`src/rtl/ldfmt_pkg.sv`:
```
package ldfmt_pkg;

    localparam int unsigned WORD_W  = 64;
    localparam int unsigned BYTE_W  = 8;
    localparam int unsigned NBYTES  = WORD_W / BYTE_W;
    localparam int unsigned OFF_W   = $clog2(NBYTES);
    localparam int unsigned OP_W    = 4;

    typedef enum logic [OP_W-1:0] {
        OP_LD_UB  = 4'd0,
        OP_LD_SB  = 4'd1,
        OP_LD_UH  = 4'd2,
        OP_LD_SH  = 4'd3,
        OP_LD_W   = 4'd4,
        OP_LD_D   = 4'd5,
        OP_UNP_Z2 = 4'd6,
        OP_UNP_Z4 = 4'd7,
        OP_UNP_S2 = 4'd8,
        OP_UNP_S4 = 4'd9,
        OP_SHIN_H = 4'd10,
        OP_SHIN_B = 4'd11
    } ld_op_e;

    typedef enum logic [1:0] {
        K_PLAIN  = 2'd0,
        K_UNPACK = 2'd1,
        K_SHIFT  = 2'd2
    } ld_kind_e;

    typedef struct packed {
        logic     legal;
        ld_kind_e kind;
        logic     sgn;
        logic     pair;
        logic [1:0] size;
    } ld_ctl_t;

endpackage

```
`src/rtl/ldfmt_decode.sv`:
```
module ldfmt_decode
    import ldfmt_pkg::*;
(
    input  logic [OP_W-1:0] op,
    output ld_ctl_t         ctl
);

    always_comb begin
        ctl = '{legal: 1'b1, kind: K_PLAIN, sgn: 1'b0, pair: 1'b0, size: 2'd0};
        case (op)
            OP_LD_UB:  ctl.size = 2'd0;
            OP_LD_SB:  begin ctl.size = 2'd0; ctl.sgn = 1'b1; end
            OP_LD_UH:  ctl.size = 2'd1;
            OP_LD_SH:  begin ctl.size = 2'd1; ctl.sgn = 1'b1; end
            OP_LD_W:   ctl.size = 2'd2;
            OP_LD_D:   begin ctl.size = 2'd3; ctl.pair = 1'b1; end
            OP_UNP_Z2: begin ctl.size = 2'd1; ctl.kind = K_UNPACK; end
            OP_UNP_Z4: begin ctl.size = 2'd2; ctl.kind = K_UNPACK; ctl.pair = 1'b1; end
            OP_UNP_S2: begin ctl.size = 2'd1; ctl.kind = K_UNPACK; ctl.sgn = 1'b1; end
            OP_UNP_S4: begin
                ctl.size = 2'd2; ctl.kind = K_UNPACK; ctl.sgn = 1'b1; ctl.pair = 1'b1;
            end
            OP_SHIN_H: begin ctl.size = 2'd1; ctl.kind = K_SHIFT; ctl.pair = 1'b1; end
            OP_SHIN_B: begin ctl.size = 2'd0; ctl.kind = K_SHIFT; ctl.pair = 1'b1; end
            default:   ctl.legal = 1'b0;
        endcase
    end

endmodule

```
`src/rtl/ldfmt_extract.sv`:
```
module ldfmt_extract
    import ldfmt_pkg::*;
#(
    parameter int unsigned DW = WORD_W
) (
    input  logic [DW-1:0]    rd_data,
    input  logic [OFF_W-1:0] addr_lo,
    input  logic [1:0]       size,
    output logic [DW-1:0]    sel,
    output logic             misalign
);

    localparam int unsigned SH_W = OFF_W + 3;

    logic [OFF_W-1:0] size_mask;
    logic [SH_W-1:0]  bit_shift;

    always_comb begin
        size_mask = OFF_W'((1 << size) - 1);
        misalign  = |(addr_lo & size_mask);
        bit_shift = {addr_lo, 3'b000};
        sel       = rd_data >> bit_shift;
    end

endmodule

```
`src/rtl/ldfmt_compose.sv`:
```
module ldfmt_compose
    import ldfmt_pkg::*;
#(
    parameter int unsigned DW = WORD_W
) (
    input  logic [DW-1:0] sel,
    input  logic [DW-1:0] dst_old,
    input  ld_ctl_t       ctl,
    output logic [DW-1:0] result
);

    localparam int unsigned HALF_W = DW / 2;
    localparam int unsigned LANES  = NBYTES / 2;
    localparam int unsigned LANE_W = 2 * BYTE_W;

    logic [LANES*LANE_W-1:0] lanes;
    logic [DW-1:0]           plain_v;
    logic [DW-1:0]           unpack_v;
    logic [DW-1:0]           shift_v;

    for (genvar i = 0; i < LANES; i++) begin : g_lane
        logic top_bit;
        assign top_bit = ctl.sgn & sel[i*BYTE_W + BYTE_W - 1];
        assign lanes[i*LANE_W +: LANE_W] = {{BYTE_W{top_bit}}, sel[i*BYTE_W +: BYTE_W]};
    end

    always_comb begin
        plain_v = '0;
        case (ctl.size)
            2'd0: plain_v[HALF_W-1:0] =
                      {{(HALF_W-BYTE_W){ctl.sgn & sel[BYTE_W-1]}}, sel[BYTE_W-1:0]};
            2'd1: plain_v[HALF_W-1:0] =
                      {{(HALF_W-LANE_W){ctl.sgn & sel[LANE_W-1]}}, sel[LANE_W-1:0]};
            2'd2: plain_v[HALF_W-1:0] = sel[HALF_W-1:0];
            default: plain_v = sel;
        endcase

        unpack_v = '0;
        if (ctl.size == 2'd1) begin
            unpack_v[HALF_W-1:0] = lanes[HALF_W-1:0];
        end else begin
            unpack_v = lanes;
        end

        if (ctl.size == 2'd0) begin
            shift_v = (dst_old >> BYTE_W) |
                      (DW'(sel[BYTE_W-1:0]) << (DW - BYTE_W));
        end else begin
            shift_v = (dst_old >> LANE_W) |
                      (DW'(sel[LANE_W-1:0]) << (DW - LANE_W));
        end

        case (ctl.kind)
            K_UNPACK: result = unpack_v;
            K_SHIFT:  result = shift_v;
            default:  result = plain_v;
        endcase
    end

endmodule

```
`src/rtl/ldfmt_unit.sv`:
```
module ldfmt_unit
    import ldfmt_pkg::*;
#(
    parameter int unsigned DW = WORD_W
) (
    input  logic             clk,
    input  logic             rst,
    input  logic             in_valid,
    input  logic [OP_W-1:0]  op,
    input  logic [OFF_W-1:0] addr_lo,
    input  logic [DW-1:0]    rd_data,
    input  logic [DW-1:0]    dst_old,
    output logic             out_valid,
    output logic [DW-1:0]    out_data,
    output logic             out_pair,
    output logic             out_misalign,
    output logic             out_illegal
);

    typedef struct packed {
        logic          valid;
        logic          pair;
        logic          misalign;
        logic          illegal;
        logic [DW-1:0] data;
    } wb_t;

    ld_ctl_t       ctl;
    logic [DW-1:0] sel;
    logic          misalign;
    logic [DW-1:0] result;
    wb_t           wb_d;
    wb_t           wb_q;

    ldfmt_decode u_decode (
        .op  (op),
        .ctl (ctl)
    );

    ldfmt_extract #(.DW(DW)) u_extract (
        .rd_data  (rd_data),
        .addr_lo  (addr_lo),
        .size     (ctl.size),
        .sel      (sel),
        .misalign (misalign)
    );

    ldfmt_compose #(.DW(DW)) u_compose (
        .sel     (sel),
        .dst_old (dst_old),
        .ctl     (ctl),
        .result  (result)
    );

    always_comb begin
        wb_d = '0;
        if (in_valid) begin
            if (!ctl.legal) begin
                wb_d.illegal = 1'b1;
            end else if (misalign) begin
                wb_d.misalign = 1'b1;
            end else begin
                wb_d.valid = 1'b1;
                wb_d.pair  = ctl.pair;
                wb_d.data  = result;
            end
        end
    end

    always_ff @(posedge clk) begin
        if (rst) begin
            wb_q <= '0;
        end else begin
            wb_q <= wb_d;
        end
    end

    assign out_valid    = wb_q.valid;
    assign out_data     = wb_q.data;
    assign out_pair     = wb_q.pair;
    assign out_misalign = wb_q.misalign;
    assign out_illegal  = wb_q.illegal;

endmodule

```
`config.mk`:
```
export PLATFORM = sky130hd
export DESIGN_NAME = ldfmt_unit
export DESIGN_NICKNAME = d
export VERILOG_FILES = /design/src/rtl/ldfmt_pkg.sv /design/src/rtl/ldfmt_decode.sv /design/src/rtl/ldfmt_extract.sv /design/src/rtl/ldfmt_compose.sv /design/src/rtl/ldfmt_unit.sv
export SDC_FILE = /design/constraint.sdc
export NUM_CORES = 1
export LEC_CHECK = 0
export BUFFER_PORTS_ARGS = -buffer_cell sky130_fd_sc_hd__buf_2
export CAP_MARGIN = 40
export CORE_MARGIN = 8
export CORE_UTILIZATION = 47
export CTS_CLUSTER_DIAMETER = 60
export CTS_CLUSTER_SIZE = 10
export DETAILED_ROUTE_END_ITERATION = 10
export HOLD_SLACK_MARGIN = 0.05
export PLACE_DENSITY = 0.79
export SLEW_MARGIN = 20
export SYNTH_ARGS = -nofsm -noshare
export SYNTH_HDL_FRONTEND = slang
export SYNTH_HIERARCHICAL = 1
export SYNTH_SLANG_ARGS = --single-unit
```
`constraint.sdc`:
```
create_clock -name clk -period 2.2 [get_ports clk]
set_input_delay 0.44 -clock clk [delete_from_list [all_inputs] [get_ports clk]]
set_output_delay 0.44 -clock clk [all_outputs]
set_load 0.02 [all_outputs]
```
======== After elaboration in Yosys (flattened, before gate mapping) ========
Cells that the tools add are included.
storage, ports and cells
  flip-flop bits (word level) ............. 68
  latch bits .............................. 0
  memory bits (writable) .................. 0
  memory bits (read-only) ................. 0
  input bits .............................. 138
  output and inout bits ................... 68
  word-level logic and storage cells ...... 59
  memories kept ........................... 0
cells by class
  $add $sub $neg .......................... 1
  $mul .................................... 0
  divide/modulo/power cells ............... 0
  magnitude comparators ................... 0
  equality and inequality tests ........... 15
  shift operators ......................... 2
  muxes and demuxes ....................... 13
  bitwise operators ....................... 9
  reductions and logical operators ........ 14
operators by type and width
  cell                                            number
  one-hot mux 64 bit (2 select lines)             1
  two-way mux 32 bit                              2
  two-way mux 64 bit                              1
  bitwise OR 48 x 64 -> 64 bit                    1
  bitwise OR 56 x 64 -> 64 bit                    1
  one-hot mux 32 bit (2 select lines)             1
  right shift 64 x 6 -> 64 bit                    1
  == test 4 x 3 -> 1 bit (second input constant)  4
  == test 4 bit (second input constant)           4
  OR reduction 12 bit                             1
  OR reduction 3 bit                              4
  OR reduction 5 bit                              2
  == test 4 x 2 -> 1 bit (second input constant)  2
  OR reduction 4 bit                              2
  one-hot mux 2 bit (3 select lines)              1
  OR reduction 6 bit                              1
  two-way mux 1 bit                               5
  AND 1 bit                                       4
  == test 2 x 1 -> 1 bit (second input constant)  2
  == test 2 bit (second input constant)           2
  == test 4 x 1 -> 1 bit (second input constant)  1
  zero test 4 bit                                 1
  one-hot mux 2 bit (2 select lines)              1
  OR reduction 2 bit                              2
  other kinds (6)                                 7

======== Longest topological paths before layout ========
Gate-level depths: netlist (run 1).
  depth in word-level cells ............... 8
  mapped depth ............................ 12

======== Cells and area by module ========
The synthesis (run 1) kept the hierarchy.
by module, submodules not included
  module         instances  cells each  area each (µm²)
  ldfmt_compose  1          363         2378.5
  ldfmt_unit     1          143         1859.3
  ldfmt_extract  1          238         1651.6
  ldfmt_decode   1          21          126.4

======== Worst setup path after synthesis (run 1) ========
No wires, ideal clock.
  kind .................................... input port to flip-flop
  start point ............................. input addr_lo[2]
  end point ............................... register wb_q (netlist bit out_data[24])
  arrival time ............................ 2209 ps
  required time ........................... 2085 ps
  slack ................................... -123 ps
  stages on the path ...................... 11
  buffers on the path ..................... 4
  cells stage by stage .................... buf_2 -> or2_1 -> buf_2 -> buf_4 -> o22ai_1 -> nor2_1 -> mux2_4 -> a31oi_4 -> buf_6 -> a22oi_1 -> and2_1
on the way
  longest elaborated chain between the ends .. 4
  elaborated cells between the ends (all ways) .. 7
  classes of those cells .................. shift: 1; mux: 2; bitwise: 3; reduce/logical: 1
RTL lines
  item                                 RTL line             source
  start, declared                      ldfmt_unit.sv:10     input logic [OFF_W-1:0] addr_lo,
  right shift 64 x 6 -> 64 bit         ldfmt_extract.sv:22  sel = rd_data >> bit_shift;
  named net sel[7]                     ldfmt_unit.sv:29     logic [DW-1:0] sel;
  AND 1 bit                            ldfmt_compose.sv:31  {{(HALF_W-BYTE_W){ctl.sgn & sel[BYTE_W-1]}}, sel[BYTE_W-1:0]};
  one-hot mux 32 bit (2 select lines)  ldfmt_compose.sv:29  case (ctl.size)
  one-hot mux 64 bit (2 select lines)  ldfmt_compose.sv:53  case (ctl.kind)
  named net result[24]                 ldfmt_unit.sv:31     logic [DW-1:0] result;
  end signal, assigned                 ldfmt_unit.sv:74     wb_q <= wb_d;
  end, declared                        ldfmt_unit.sv:33     wb_t wb_q;
The timed path passes the listed nets, and every way through them passes these cells.
A chain may end at the register's enable or synchronous reset.

==> results of run 1 <==
==> flip-flops by register name (all words and copies together), names as in the netlist <==
register,flops
out_data,64
out_illegal,1
out_misalign,1
out_pair,1
out_valid,1
==> worst max-delay path, delay by kind of cell <==
kind            cells  cell delay [ns]
buf+inv             4             0.62
simple gates        2             0.43
compound gates      4             0.57
mux                 1             0.31
==> power groups by stage <==
stage / Sequential, mW / Combinational [mW] / Clock, mW
finish: 1.27 / 1.70 / 1.62
global route: 1.27 / 1.79 / 1.68
CTS: 1.27 / 1.59 / 1.62
detailed placement: 1.30 / 1.58 / 0
global placement: 1.30 / 1.57 / 0
floorplan: 1.34 / 0.909 / 0
==> cell type report <==
| type | instances | share of cell area, % |
|---|---|---|
| Multi-Input combinational cell | 613 | 51.67 |
| Timing Repair Buffer | 328 | 25.45 |
| Sequential cell | 68 | 16.13 |
| Clock buffer | 10 | 2.831 |
| Tap cell | 172 | 2.549 |
| Clock inverter | 6 | 1.023 |
| Inverter | 8 | 0.3557 |
==> cells by family after synthesis <==
family,synth area share (%)
buf+inv,8.382
mux,17.43
compound gates,24.23
flops,22.63
simple gates,26.71
fa+ha+maj,0.6240
==> routing by layer <==
| metal | routed length (um) | part of all wire (%) | track usage [%] | vias up |
|---|---|---|---|---|
| li1 | - | - | - | 3302 |
| met1 | 9573 | 39 | 34.19 | 3326 |
| met2 | 11580 | 47 | 46.17 | 459 |
| met3 | 2686 | 11 | 5.629 | 84 |
| met4 | 875 | 3.5 | 9.675 | 0 |
| met5 | 0 | 0 | 0 | - |
==> worst paths after layout <==
path  cells past startpoint                       to
min                       2   out_illegal$_SDFF_PP0_
max                      11  out_data[28]$_SDFF_PP0_
==> per-stage QoR <==
stage	TNS, ns	utilization [%]	hold slack, ns	std cells
5_1_grt	-0.003388	67.17	0.3055	1205
3_5_place_dp	-15.66	63.32	0.6332	1184
3_3_place_gp	-12.43	63.32	0.6225	1184
4_1_cts	0	65.91	0.2806	1200
6_report	0	67.17	0.2915	1205
2_1_floorplan	-0.2036	-	0.5158	765
==> cell usage in the layout (no fill, tap or decap), types with 12 or more instances in the layout <==
cell type | netlist | final
nor3b_1 | 17 | 17
and2_1 | 89 | 89
mux2i_1 | 56 | 56
o22ai_1 | 31 | 28
and3b_1 | 18 | 18
a22oi_1 | 26 | 26
mux2_2 | 42 | 39
o21ai_0 | 48 | 43
o21ai_1 | 7 | 12
nor2_1 | 25 | 22
a21oi_1 | 28 | 26
buf_4 | 10 | 115
and3_1 | 19 | 19
o21a_1 | 16 | 16
buf_12 | 0 | 12
buf_2 | 18 | 197
nand2_1 | 91 | 91
o211ai_1 | 31 | 31
dfxtp_1 | 68 | 68
==> what timing repair did <==
action	CTS	global route
endpoints found under the hold margin	0	0
resized for setup	0	22
setup buffers	0	3
setup endpoints to repair	0	65
==> results.ini, run 1 <==
[worst_setup_path]
critPathCaptureType=register
cp.arrival_ns=2.37
crit_path_max_fanout=16
timing.critical_path.mode_cell=buf_4
crit_chain=buf_2 -> buf_4 -> nor2b_1 -> a21oi_4 -> o22ai_4 -> buf_4 -> mux2_4 -> a31oi_4 -> buf_12 -> a22oi_1 -> and2_1
critPathKind=input port to register
timing.critical_path.from=op[2]
worst-endpoint-required_ns=2.43
critical_path_top_delay_cell=mux2_4
timing.critical_path.from_type=input port
delay_of_the_slowest_cell_on_the_worst_path_ns=0.31

[power]
power_frac_seq_pct=27.7
power.combinational.fraction_pct=37.0
power_density_of_the_placed_cells_nw_per_um2=543.2
max-vdd-ir-drop_mv=0.3966
power.share.switching_pct=32.92
clock_power_share_pct=35.3
net-switching-power_mw=1.510
internal_power_mw=3.076
leakage_nw=4.075
design_power_total_mw=4.585

[clock_network]
cts_num_sinks=68
cts_buffers=9
clk_transition_reported_paths_ns=0.06
ctsHoldBuffers=0
clockBufferDepth=2
cts_htree_levels=3
cts_root_buffer=clkbuf_16
tritoncts=done

[final_layout]
layout.area.seq_um2=1361
multi_input_area_um2=4362
synthToLayoutAreaGrowth_pct=40.33
final_layout_size_suffix_gt1_share_pct=41.53
numnets_final=1169
finalInstanceArea_um2=8442
fillCellCount=1055
n_antenna_cell=0

[yosys]
synth_seq_area_share_pct=22.63
synth.net_count=906
post_synth_top_flop=dfxtp_1
syn_avg_cell_area_um2=7.864
synth.ff_latch_count=68
cell_type_with_the_largest_total_area_after_synthesis=dfxtp_1
synth_most_common_cell=nand2_1
post_synth_instance_area_um2=6016
yosys_warnings=6
ys_top_cells_by_area=dfxtp_1 (23%), mux2i_1 (9.3%), and2_1 (9.3%)
synthCells=765
async_reset_ff_share_pct=0
synth.lib_cells_used.distinct=50
edff_count_synth=0
yosys-top-cells-count=nand2_1 (91), and2_1 (89), dfxtp_1 (68)
post-synth-top-area-fraction_pct=22.63

[min_path]
worst_hold_path_type=input port to register
timing.hold.worst.start=rst

[floorplan]
dieWidth_um=129.1
die-height_um=129.1
initial_core_util_pct=47.86
rows=41
core_area_um2=12570
dieArea_um2=16680
boundaryPins=206

[sta]
unrepaired_setup_endpoints_after_global_routing=yes
final-hold-violation-count=0
period_needed_ns=2.136
tightest_slew_ns=0.6228
crit_share_post_route_pct=97.10
timing.final.ws_setup_ns=0.06377
slew_violations=0
timing.slew.headroom_pct=57.29
final_count_of_negative_setup_slack_endpoints=0
max_clock_freq_ghz=0.4681

[drt]
detail_route.wirelength_um=24710
drt_pre_antenna_iters=6
route.detailed.wl_per_inst_um=20.51
route.vias.total=7171
viasPerCell=5.951
post-route-drc-count=0
ant_nets=0
first_iter_violations=969

[placement]
place_area_um2=7959
place.gp.congestion=0.9901
port_buffers=197
dp_slack_ns=-0.3234
dp_hpwl_um=18890

[job]
cap_violations=0

[grt]
grt_antenna_before_repair=0
grt_max_degree=67
via_count_of_the_first_global_routing_pass=6920
grt_pass1_wl_um=36290
overflow=0
globalRouteTotalUtil_pct=27.53

[run_status]
run_status=finished clean

(Power assumes the default switching activity.)
==> inputs of run 2 (changes only) <==
--- a/config.mk
+++ b/config.mk
@@ -13,6 +13,7 @@
 export CTS_CLUSTER_SIZE = 10
 export DETAILED_ROUTE_END_ITERATION = 10
 export HOLD_SLACK_MARGIN = 0.05
+export MAX_ROUTING_LAYER = met4
 export PLACE_DENSITY = 0.79
 export SLEW_MARGIN = 20
 export SYNTH_ARGS = -nofsm -noshare
==> results.ini, run 2 (synthesis results as in run 1) <==
[sta]
final-hold-violation-count=0
timing.slew.headroom_pct=63.46
final_count_of_negative_setup_slack_endpoints=0
unrepaired_setup_endpoints_after_global_routing=yes
timing.final.ws_setup_ns=0.03368
slew_violations=0
max_clock_freq_ghz=0.4616
crit_share_post_route_pct=98.47
timing.setup.tns_ns=0
holdWs_ns=0.2772
period_needed_ns=2.166
tightest_slew_ns=0.5461

[placement]
placedCellCount=1185
place_area_um2=7966
dp_slack_ns=-0.3583
port_buffers=197
dp_hpwl_um=19130
place.gp.congestion=0.9661

[worst_setup_path]
timing.critical_path.from_type=input port
critical_path_top_delay_cell=a222oi_1
crit_chain=buf_2 -> buf_4 -> nor2b_4 -> a2bb2oi_2 -> a222oi_1 -> buf_4 -> buf_4 -> mux2i_1 -> o211ai_1 -> and2_1
critPathCaptureType=register
critPathKind=input port to register
cp.arrival_ns=2.45
cp_delay_by_family_top=compound AO/OA/AOI/OAI gates
worst-endpoint-required_ns=2.48
critical_path_buf_inv_count=4
timing.critical_path.mode_cell=buf_4
crit_path_max_fanout=5
delay_of_the_slowest_cell_on_the_worst_path_ns=0.51

[grt]
grt_pass1_wl_um=36820
grt_max_degree=67
globalRouteTotalUtil_pct=28.93
via_count_of_the_first_global_routing_pass=6950
grt_antenna_before_repair=1
overflow=0

[drt]
route.vias.total=7114
post-route-drc-count=0
detail_route.wirelength_um=24530
route.detailed.wl_per_inst_um=20.36
viasPerCell=5.904
drt_pre_antenna_iters=6
ant_nets=0
first_iter_violations=972

[floorplan]
dieWidth_um=129.1
initial_core_util_pct=47.86
rows=41
die-height_um=129.1
core_area_um2=12570
boundaryPins=206
dieArea_um2=16680

[job]
cap_violations=0

[clock_network]
cts_num_sinks=68
clockBufferDepth=2
cts_root_buffer=clkbuf_16
cts_htree_levels=3
clk_transition_reported_paths_ns=0.06
ctsHoldBuffers=0
tritoncts=done
cts_buffers=9

[final_layout]
final_layout_size_suffix_gt1_share_pct=41.53
synthToLayoutAreaGrowth_pct=39.70
most-common-layout-cells=buf_2 (197), buf_4 (117), nand2_1 (91)
numnets_final=1169
n_antenna_cell=0
largest_register_ff_count=64
final_util_pct=66.87
layoutNonFillerInstCount=1205
final_common_cell=buf_2
finalInstanceArea_um2=8404

[run_status]
run_status=finished clean

[power]
leakage_nw=4.060
design_power_total_mw=4.431
max-vdd-ir-drop_mv=0.3269
power_density_of_the_placed_cells_nw_per_um2=527.2

[min_path]
worst_hold_path_type=input port to register

==> run 2: timing repair <==
item / CTS / global route
pin swaps: 1 / 4
hold endpoints to repair: 0 / 0
gates resized for setup: 0 / 24
buffers inserted: 2 / 1
gates cloned: 0 / 1
setup endpoints to repair: 5 / 65
==> run 2: report_power, final <==
part	total (mW)	switching [mW]	internal, mW
Clock	1.48	0.594	0.881
Combinational	1.68	0.902	0.782
Sequential	1.27	0.00835	1.26
Total	4.43	1.50	2.93
==> run 2: routing by layer <==
layer	vias up	track usage (%)	routed length (um)
met5	-	-	0
met4	0	9.261	663
met3	56	5.136	2285
met2	415	47.89	11730
met1	3351	34.92	9849
li1	3292	-	-
==> run 2: layout make-up <==
cell class / count / area, um2
clock buffers: 9 / 225.2
clock inverters: 7 / 75.07
multi-input cells: 612 / 4354
inverters: 8 / 30.03
fillers: 1092 / 4164
flip-flops and latches: 68 / 1361
repair buffers: 329 / 2143
well taps: 172 / 215.2
==> run 2: path summary, 6_finish.rpt <==
kind                   start                      end  slack, ns  cells after the start
setup / recovery  addr_lo[0]  out_data[63]$_SDFF_PP0_       0.03                     10
hold / removal           rst   out_illegal$_SDFF_PP0_       0.28                      2
==> inputs of run 3 (changes only) <==
==> constraint.sdc (replaced) <==
create_clock -name clk -period 2.2 [get_ports clk]
set_input_delay 0.33 -clock clk [delete_from_list [all_inputs] [get_ports clk]]
set_output_delay 0.33 -clock clk [all_outputs]
set_load 0.02 [all_outputs]
==> results.ini, run 3 (synthesis results as in run 1) <==
[power]
max-vdd-ir-drop_mv=0.3301
power.share.switching_pct=33.39
internal_power_mw=2.883
clock_power_share_pct=33.9
power_density_of_the_placed_cells_nw_per_um2=532.6
power_frac_seq_pct=29.4
leakage_nw=3.953
power.combinational.fraction_pct=36.8
net-switching-power_mw=1.446

[clock_network]
ctsHoldBuffers=0
tritoncts=done
cts_num_sinks=68
clk_transition_reported_paths_ns=0.06
cts_buffers=9
cts_root_buffer=clkbuf_16
cts_htree_levels=3
clockBufferDepth=2

[grt]
grt_max_degree=67
via_count_of_the_first_global_routing_pass=6851
overflow=0
grt_pass1_wl_um=35790
grt_antenna_before_repair=1
globalRouteTotalUtil_pct=28.04

[placement]
dp_hpwl_um=18310
port_buffers=197
place_area_um2=7820
place.gp.congestion=1.013

[drt]
detail_route.wirelength_um=23150
post-route-drc-count=0
route.vias.total=6880
first_iter_violations=801
viasPerCell=5.782
ant_nets=0
route.detailed.wl_per_inst_um=19.46
drt_pre_antenna_iters=5

[final_layout]
most-common-layout-cells=buf_2 (197), buf_4 (102), nand2_1 (91)
final_layout_size_suffix_gt1_share_pct=38.74
multi_input_area_um2=4195
final_util_pct=64.67
synthToLayoutAreaGrowth_pct=35.11
final_common_cell=buf_2
fillCellCount=1112
largest_register_ff_count=64
numnets_final=1153
finalInstanceArea_um2=8128
layout.area.seq_um2=1361

[sta]
period_needed_ns=2.178
timing.slew.headroom_pct=50.25
tightest_slew_ns=0.7463
max_clock_freq_ghz=0.4592
final-hold-violation-count=0
unrepaired_setup_endpoints_after_global_routing=no
slew_violations=0
crit_share_post_route_pct=98.98
final_count_of_negative_setup_slack_endpoints=0

[worst_setup_path]
worst-endpoint-required_ns=2.43
critPathKind=input port to register
cp.arrival_ns=2.41
critPathCaptureType=register
timing.critical_path.from_type=input port
timing.critical_path.from=addr_lo[0]
crit_path_max_fanout=8
crit_path_end=out_data[10]$_SDFF_PP0_

[floorplan]
initial_core_util_pct=47.86
boundaryPins=206
dieWidth_um=129.1
dieArea_um2=16680
rows=41
die-height_um=129.1
core_area_um2=12570

[run_status]
run_status=finished clean

[job]
cap_violations=0

[min_path]
worst_hold_path_type=input port to register

==> run 3: area by class of cell <==
| class | instances | area share, % |
|---|---|---|
| Multi-Input combinational cell | 612 | 51.62 |
| Timing Repair Buffer | 313 | 24.89 |
| Antenna cell | 1 | 0.03079 |
| Tap cell | 172 | 2.648 |
| Clock buffer | 9 | 2.771 |
| Clock inverter | 7 | 0.9236 |
| Inverter | 8 | 0.3695 |
| Sequential cell | 68 | 16.75 |
==> run 3: worst min path at each step <==
stage	from	end	cells after the start
2_1_floorplan	rst	out_illegal$_SDFF_PP0_	1
3_3_place_gp	rst	out_illegal$_SDFF_PP0_	2
3_5_place_dp	rst	out_illegal$_SDFF_PP0_	2
4_1_cts	rst	out_illegal$_SDFF_PP0_	2
5_1_grt	rst	out_illegal$_SDFF_PP0_	2
6_report	rst	out_illegal$_SDFF_PP0_	2
==> run 3: critical path, stage by stage <==
cell	delay, ns
buf_2	0.20
mux2_2	0.39
o22ai_1	0.16
nor2_1	0.12
and3_1	0.30
a2111oi_0	0.61
a21oi_1	0.11
and2_1	0.18
==> run 3: per-layer routing <==
| metal | global-route usage [%] | vias up | routed length (um) |
|---|---|---|---|
| met5 | - | - | 0 |
| met4 | 12.09 | 0 | 896 |
| met3 | 5.834 | 61 | 2280 |
| met2 | 44.76 | 364 | 10840 |
| met1 | 33.56 | 3204 | 9137 |
| li1 | - | 3251 | - |
==> run 3: power groups by stage <==
stage,sequential (mW),clock [mW],combinational (mW)
floorplan,1.34,0,0.866
global placement,1.30,0,1.53
detailed placement,1.30,0,1.55
CTS,1.27,1.47,1.56
global route,1.27,1.53,1.70
finish,1.27,1.47,1.59
==> run 3: repair_timing <==
item	4_1_cts	5_1_grt
setup endpoints to repair	0	5
setup buffers	0	0
hold endpoints to repair	0	0
resized for setup	0	2
==> run 3: stage by stage <==
stage / worst slack (ns) / hold WS, ns / setup TNS (ns) / instances / power [mW]
floorplan: 0.02049 / 0.4058 / 0 / 765 / 2.206
global placement: -0.1536 / 0.5124 / -4.317 / 1173 / 2.831
detailed placement: -0.2038 / 0.5249 / -7.399 / 1173 / 2.849
CTS: 0.09313 / 0.1768 / 0 / 1189 / 4.303
global route: 0.004881 / 0.2004 / 0 / 1190 / 4.509
finish: 0.02249 / 0.1756 / 0 / 1190 / 4.329
